<file path="src/rtl/spi_regif_pkg.sv">
package spi_regif_pkg;

  typedef struct packed {
    logic txPushOne;
    logic txPushTwo;
    logic rxPop;
    logic setOvr;
    logic setUdr;
  } ctrl_t;

  // width select n gives n+8 valid bits; anything above 8 means 16
  function automatic logic [15:0] widthMask(input logic [3:0] sel);
    logic [4:0] w;
    w = (sel > 4'd8) ? 5'd16 : {1'b0, sel} + 5'd8;
    return 16'((17'd1 << w) - 17'd1);
  endfunction

endpackage

</file>
<file path="src/rtl/spi_regif_fifo.sv">
module spi_regif_fifo #(
  parameter int W     = 16,
  parameter int DEPTH = 8,
  localparam int AW   = (DEPTH > 1) ? $clog2(DEPTH) : 1,
  localparam int CW   = $clog2(DEPTH + 1)
) (
  input  logic          clk,
  input  logic          rstN,
  input  logic [1:0]    pushCnt,
  input  logic [W-1:0]  dinA,
  input  logic [W-1:0]  dinB,
  input  logic          pop,
  output logic [W-1:0]  dout,
  output logic [CW-1:0] count
);

  logic [W-1:0]  mem [DEPTH];
  logic [AW-1:0] wrPtr, rdPtr;
  logic          doPop;

  function automatic logic [AW-1:0] nxt(input logic [AW-1:0] p);
    return (p == AW'(DEPTH - 1)) ? '0 : p + AW'(1);
  endfunction

  assign doPop = pop && (count != '0);
  assign dout  = mem[rdPtr];

  always_ff @(posedge clk) begin
    if (pushCnt != 2'd0) mem[wrPtr] <= dinA;
    if (pushCnt == 2'd2) mem[nxt(wrPtr)] <= dinB;
  end

  always_ff @(posedge clk) begin
    if (!rstN) begin
      wrPtr <= '0;
      rdPtr <= '0;
      count <= '0;
    end else begin
      if (pushCnt == 2'd2)      wrPtr <= nxt(nxt(wrPtr));
      else if (pushCnt == 2'd1) wrPtr <= nxt(wrPtr);
      if (doPop) rdPtr <= nxt(rdPtr);
      count <= count + CW'(pushCnt) - CW'(doPop);
    end
  end

endmodule

</file>
<file path="src/rtl/spi_regif_ctrl.sv">
module spi_regif_ctrl
  import spi_regif_pkg::*;
#(
  parameter int DEPTH = 8,
  localparam int CW   = $clog2(DEPTH + 1)
) (
  input  logic          multiMode,
  input  logic          busWrEn,
  input  logic          busWrWide,
  input  logic          busRdEn,
  input  logic [CW-1:0] txFree,
  input  logic [CW-1:0] rxFill,
  output ctrl_t         ctrl
);

  logic twoItems;
  logic fits;

  always_comb begin
    twoItems       = multiMode && busWrWide;
    fits           = twoItems ? (txFree >= CW'(2)) : (txFree != '0);
    ctrl.txPushOne = busWrEn && !twoItems && fits;
    ctrl.txPushTwo = busWrEn && twoItems && fits;
    ctrl.setOvr    = busWrEn && !fits;
    ctrl.rxPop     = busRdEn && (rxFill != '0);
    ctrl.setUdr    = busRdEn && (rxFill == '0);
  end

endmodule

</file>
<file path="src/rtl/spi_regif_dp.sv">
module spi_regif_dp
  import spi_regif_pkg::*;
#(
  parameter int DEPTH = 8,
  localparam int CW   = $clog2(DEPTH + 1)
) (
  input  logic          clk,
  input  logic          rstN,
  input  ctrl_t         ctrl,
  input  logic [3:0]    cfgWidth,
  input  logic [31:0]   busWrData,
  input  logic          txOvrClr,
  input  logic          rxUdrClr,
  input  logic          txPop,
  input  logic          rxPush,
  input  logic [15:0]   rxPushData,
  input  logic [3:0]    rxPushCs,
  output logic [15:0]   txItem,
  output logic [CW-1:0] txFree,
  output logic [CW-1:0] rxFill,
  output logic [31:0]   busRdData,
  output logic          txOverrun,
  output logic          rxUnderrun
);

  logic [15:0]   mask;
  logic [CW-1:0] txCount;
  logic [1:0]    txPushCnt;
  logic [1:0]    rxPushCnt;
  logic [19:0]   rxIn;
  logic [19:0]   rxHead;

  assign mask      = widthMask(cfgWidth);
  assign txPushCnt = {ctrl.txPushTwo, ctrl.txPushOne};
  assign rxPushCnt = {1'b0, rxPush && (rxFill != CW'(DEPTH))};
  assign rxIn      = {rxPushCs, rxPushData & mask};
  assign txFree    = CW'(DEPTH) - txCount;

  spi_regif_fifo #(.W(16), .DEPTH(DEPTH)) u_txq (
    .clk(clk), .rstN(rstN), .pushCnt(txPushCnt),
    .dinA(busWrData[15:0] & mask), .dinB(busWrData[31:16] & mask),
    .pop(txPop), .dout(txItem), .count(txCount)
  );

  spi_regif_fifo #(.W(20), .DEPTH(DEPTH)) u_rxq (
    .clk(clk), .rstN(rstN), .pushCnt(rxPushCnt),
    .dinA(rxIn), .dinB(20'd0),
    .pop(ctrl.rxPop), .dout(rxHead), .count(rxFill)
  );

  always_ff @(posedge clk) begin
    if (!rstN) begin
      busRdData  <= '0;
      txOverrun  <= 1'b0;
      rxUnderrun <= 1'b0;
    end else begin
      if (ctrl.rxPop)       busRdData <= {12'd0, rxHead};
      else if (ctrl.setUdr) busRdData <= '0;
      if (ctrl.setOvr)      txOverrun <= 1'b1;
      else if (txOvrClr)    txOverrun <= 1'b0;
      if (ctrl.setUdr)      rxUnderrun <= 1'b1;
      else if (rxUdrClr)    rxUnderrun <= 1'b0;
    end
  end

endmodule

</file>
<file path="src/rtl/spi_regif.sv">
module spi_regif
  import spi_regif_pkg::*;
#(
  parameter int DEPTH = 8,
  localparam int CW   = $clog2(DEPTH + 1)
) (
  input  logic          clk,
  input  logic          rstN,
  input  logic          multiMode,
  input  logic [3:0]    cfgWidth,
  input  logic          busWrEn,
  input  logic          busWrWide,
  input  logic [31:0]   busWrData,
  input  logic          busRdEn,
  output logic [31:0]   busRdData,
  input  logic          txOvrClr,
  input  logic          rxUdrClr,
  input  logic          txPop,
  output logic [15:0]   txItem,
  input  logic          rxPush,
  input  logic [15:0]   rxPushData,
  input  logic [3:0]    rxPushCs,
  output logic [CW-1:0] txFree,
  output logic [CW-1:0] rxFill,
  output logic          txEmpty,
  output logic          rxNotEmpty,
  output logic          txOverrun,
  output logic          rxUnderrun
);

  ctrl_t ctrl;

  spi_regif_ctrl #(.DEPTH(DEPTH)) u_ctrl (
    .multiMode(multiMode), .busWrEn(busWrEn), .busWrWide(busWrWide),
    .busRdEn(busRdEn), .txFree(txFree), .rxFill(rxFill), .ctrl(ctrl)
  );

  spi_regif_dp #(.DEPTH(DEPTH)) u_dp (
    .clk(clk), .rstN(rstN), .ctrl(ctrl), .cfgWidth(cfgWidth),
    .busWrData(busWrData), .txOvrClr(txOvrClr), .rxUdrClr(rxUdrClr),
    .txPop(txPop), .rxPush(rxPush), .rxPushData(rxPushData),
    .rxPushCs(rxPushCs), .txItem(txItem), .txFree(txFree),
    .rxFill(rxFill), .busRdData(busRdData), .txOverrun(txOverrun),
    .rxUnderrun(rxUnderrun)
  );

  assign txEmpty    = (txFree == CW'(DEPTH));
  assign rxNotEmpty = (rxFill != '0);

endmodule

</file>
<file path="config.mk">
export PLATFORM = sky130hd
export DESIGN_NAME = spi_regif
export DESIGN_NICKNAME = d
export VERILOG_FILES = /design/src/rtl/spi_regif_pkg.sv /design/src/rtl/spi_regif_fifo.sv /design/src/rtl/spi_regif_ctrl.sv /design/src/rtl/spi_regif_dp.sv /design/src/rtl/spi_regif.sv
export SDC_FILE = /design/constraint.sdc
export NUM_CORES = 1
export LEC_CHECK = 0
export ABC_AREA = 1
export CELL_PAD_IN_SITES_DETAIL_PLACEMENT = 0
export CELL_PAD_IN_SITES_GLOBAL_PLACEMENT = 1
export CORE_UTILIZATION = 45
export DETAILED_ROUTE_END_ITERATION = 8
export GPL_TIMING_DRIVEN = 0
export PLACE_DENSITY_LB_ADDON = 0.1
export SLEW_MARGIN = 20
export SYNTH_ARGS = -nofsm -noshare
export SYNTH_HDL_FRONTEND = slang
export SYNTH_HIERARCHICAL = 1
export SYNTH_SLANG_ARGS = --single-unit
</file>
<file path="constraint.sdc">
create_clock -name clk -period 4 [get_ports clk]
set_clock_uncertainty 0.2 [all_clocks]
set_input_delay 0.8 -clock clk [delete_from_list [all_inputs] [get_ports clk]]
set_output_delay 0.8 -clock clk [all_outputs]
set_load 0.02 [all_outputs]
</file>
==> results.md <==
* Switch Pwr at 0.00551 W
* Design area at 0.0228 mm^2
* Required @ worst endpoint at 3.00 ns
* Max-Cap Viols at 0
* Outcome: finished clean
* Via-per-instance ratio at 5.01
* Synthesis Warnings at 6
* Tcrit/Tclk final at 97.0%
* Reg2Reg Setup Slack at 0.59 ns
* Clock root cell: clkbuf_16
* Antenna fix cells at 0
* Slowest-stage cell, CP: clkdlybuf4s50_1
* PD cells at 616 mW/mm^2
* Synth unique cells at 33
* CORE AREA at 0.0413 mm^2
* Yosys reg bits at 336
* Worst-Skew Late Latency at 0.56 ns
* HP Start: u_dp/busRdData[6]
* Vias in the first global route at 15900
* Post-CTS setup buffers at 0
* Area after DPL at 0.0215 mm^2
* Rel. slew slack at 38.7%
* Hpwl dp at 42500 um
* CTS tree: done
* Top cells by area, synth: edfxtp_1 45%, nand2_1 17%, inv_1 9.3%
* Cell mode on critical path: nand2_1
* Largest net degree at the start of global routing at 21
* Largest stage delay, worst path at 0.60 ns
* IR drop worst, VDD at 0.000537 V
* Starting Density at 46.1%
* Area grow syn2layout at 19.6%
* Hold EP: u_dp/busRdData[6]
* Initial DRC count at 1563
* IO Count at 126
* Startpoint types: flip-flop
* Final Max Slew Viols at 0
* Critical path endpoint category: output port
* Setup repair after global routing missed its margin: no
* Pre-Repair DR Iteration Count at 5
* Comb pwr share at 41.1%
* Final WL at 57200 um
* Internal at 0.00850 W
* Total gr overflow at 0
* GRT Total Usage at 26.8%
* Final hold viol count at 0
* Yosys top cell by area: edfxtp_1
* Static leakage at 10.5 nW
* Share of cells above drive strength 1 at 7.79%
* DRC at 0
* Ys flop type: edfxtp_1
* Post-synthesis instance total at 2488
* Critical path class: reg2out
* Final setup vio count at 0
* Worst-margin pin slew at 0.919 ns
* Layout net count at 2861
* TritonCTS Buffers at 39
* Port Buffers at 100
* Die height at 208 um
* CTS Sinks at 336
* Worst path arrival time at 2.88 ns
* Routed wire per std cell at 17.2 um
* Post-route minimum period at 3.88 ns
* R2R Path Start: u_dp/u_txq/count[0]
* Syn_area_per_cell at 7.65 um^2
* Worst-path fanout max at 10
* R2R cell count at 15
* Die area at 0.0431 mm^2
* Clk slew on worst S/H paths at 0.06 ns
* Mapped Area at 0.0190 mm^2
* Yosys top cell area share at 45.4%
* First-pass GRT wire length at 88100 um
* Fmax at 258 MHz
* Post-synth EDFFs at 288
* Async set-or-reset flop fraction in the synthesized netlist at 0%
* Sum Neg Setup Slack at 0 ns
* Reg power frac at 34.5%
* Antenna violations before repair at 0
* ANT nets after route at 0
* Min-Delay Path Depth at 2
* Die X at 208 um
* Part of the power in the clock network at 24.4%
* Worst path cell trace: clkbuf_1, inv_1, clkbuf_1, nand3_1, nand2_1, nand2_1, nand2_1, clkdlybuf4s50_1
* # rows at 74
* Register area share after synthesis at 50.5%
* R2R Path End: u_dp/u_txq/mem[2][6]
* Via Count at 16600
* Hold crit path type: reg2reg
* CTS max path bufs at 3
* Switch share at 39.3%
* H-tree Lvls at 2
* Final Wtd Congestion at 0.864
[state kept, by name, indices dropped and copies added (netlist names), named ones only]
register          count
u_dp/busRdData       20
u_dp/rxUnderrun       1
u_dp/txOverrun        1
u_dp/u_rxq/count      4
u_dp/u_rxq/mem      160
u_dp/u_rxq/rdPtr      3
u_dp/u_rxq/wrPtr      3
u_dp/u_txq/count      4
u_dp/u_txq/mem      128
u_dp/u_txq/rdPtr      3
u_dp/u_txq/wrPtr      3
[cells in the mapped netlist (27+ instances only)]
master      n
buf_2      54
ha_1       34
nand2_1   866
buf_4      27
nand3_1   172
a21oi_1    39
dfxtp_1    48
nor2_1     64
edfxtp_1  288
o21ai_0    91
o21ai_1   208
clkbuf_1   51
inv_1     472
[cell families after synthesis]
family / after synthesis / share of synthesized area, %
adder cells (fa/ha/maj): 36 / 2.45
AO/OA/AOI/OAI: 351 / 9.35
other: 2 / 0.0395
XOR/XNOR: 4 / 0.184
buffers and inverters: 627 / 13.4
flip-flops: 336 / 50.5
AND/OR/NAND/NOR: 1132 / 24.1
[cell usage in the layout, fill, tap and decap left out, types with 34 or more instances in the layout]
cell type and n:
conb_1 116, buf_2 54, nor2_1 64, a21oi_1 39
dfxtp_1 48, inv_1 472, o21ai_1 208, clkbuf_1 54
clkbuf_16 41, nand3_1 172, nand2_1 866, clkdlybuf4s50_1 100
o21ai_0 83, edfxtp_1 288, ha_1 34
[power by group through the flow]
| stage | Clock (W) | Sequential (W) | Combinational [W] |
|---|---|---|---|
| floorplan | 0 | 0.00499 | 0.00338 |
| global placement | 0 | 0.00493 | 0.00534 |
| detailed placement | 0 | 0.00490 | 0.00566 |
| CTS | 0.00348 | 0.00483 | 0.00569 |
| global route | 0.00361 | 0.00489 | 0.00636 |
| finish | 0.00341 | 0.00483 | 0.00576 |
[repair_timing]
| action | in CTS | in global routing |
|---|---|---|
| hold buffers | 0 | 0 |
| resized for setup | 0 | 2 |
| endpoints found under the setup margin | 0 | 2 |
| hold endpoints to repair | 0 | 0 |
[through the flow]
stage	worst slack, ns	util, %	total power (W)	instances	hold WS (ns)
finish	0.119	55.1	0.0140	3319	0.258
global route	0.00264	55.1	0.0149	3319	0.289
global placement	-1.50	51.2	0.0103	3234	0.248
CTS	0.101	55.1	0.0140	3319	0.260
floorplan	0.221	-	0.00837	2602	0.268
detailed placement	0.312	52.1	0.0106	3250	0.253
[area by class of cell]
type	count	area (um^2)
clock inverter	18	93.8
multi-input combinational	1639	7420
inverter	483	1810
fill	3874	18500
buffer	144	741
timing repair buffer	116	1280
tap	532	666
sequential	336	9610
clock buffer	51	1120
[layer usage]
layer,share of wire [%],up-vias,global-route usage [%]
li1,-,8192,-
met1,44,7697,37.3
met2,45,647,42.9
met3,8.0,108,4.11
met4,2.8,0,8.30
met5,0,-,0
[how the worst max path moves through the flow]
| stage | startpoint | endpoint | depth (start not counted) |
|---|---|---|---|
| after CTS | flip-flop | txItem[13] | 8 |
| final | flip-flop | txItem[3] | 8 |
| after detailed placement | busWrWide | u_dp/u_txq/mem[2][6] | 12 |
| after global placement | rxPush | u_dp/u_rxq/mem[7][2] | 7 |
| after global routing | flip-flop | txItem[3] | 8 |
| after floorplan | u_dp/u_txq/count[0] | u_dp/u_txq/mem[3][0] | 12 |
[critical path, delay by kind of cell (launching register included)]
family	cells	cell delay (ns)
AND/OR/NAND/NOR	4	0.47
flip-flops	1	0.30
buffers and inverters	4	1.55
Power figures use the tool's default switching activity.
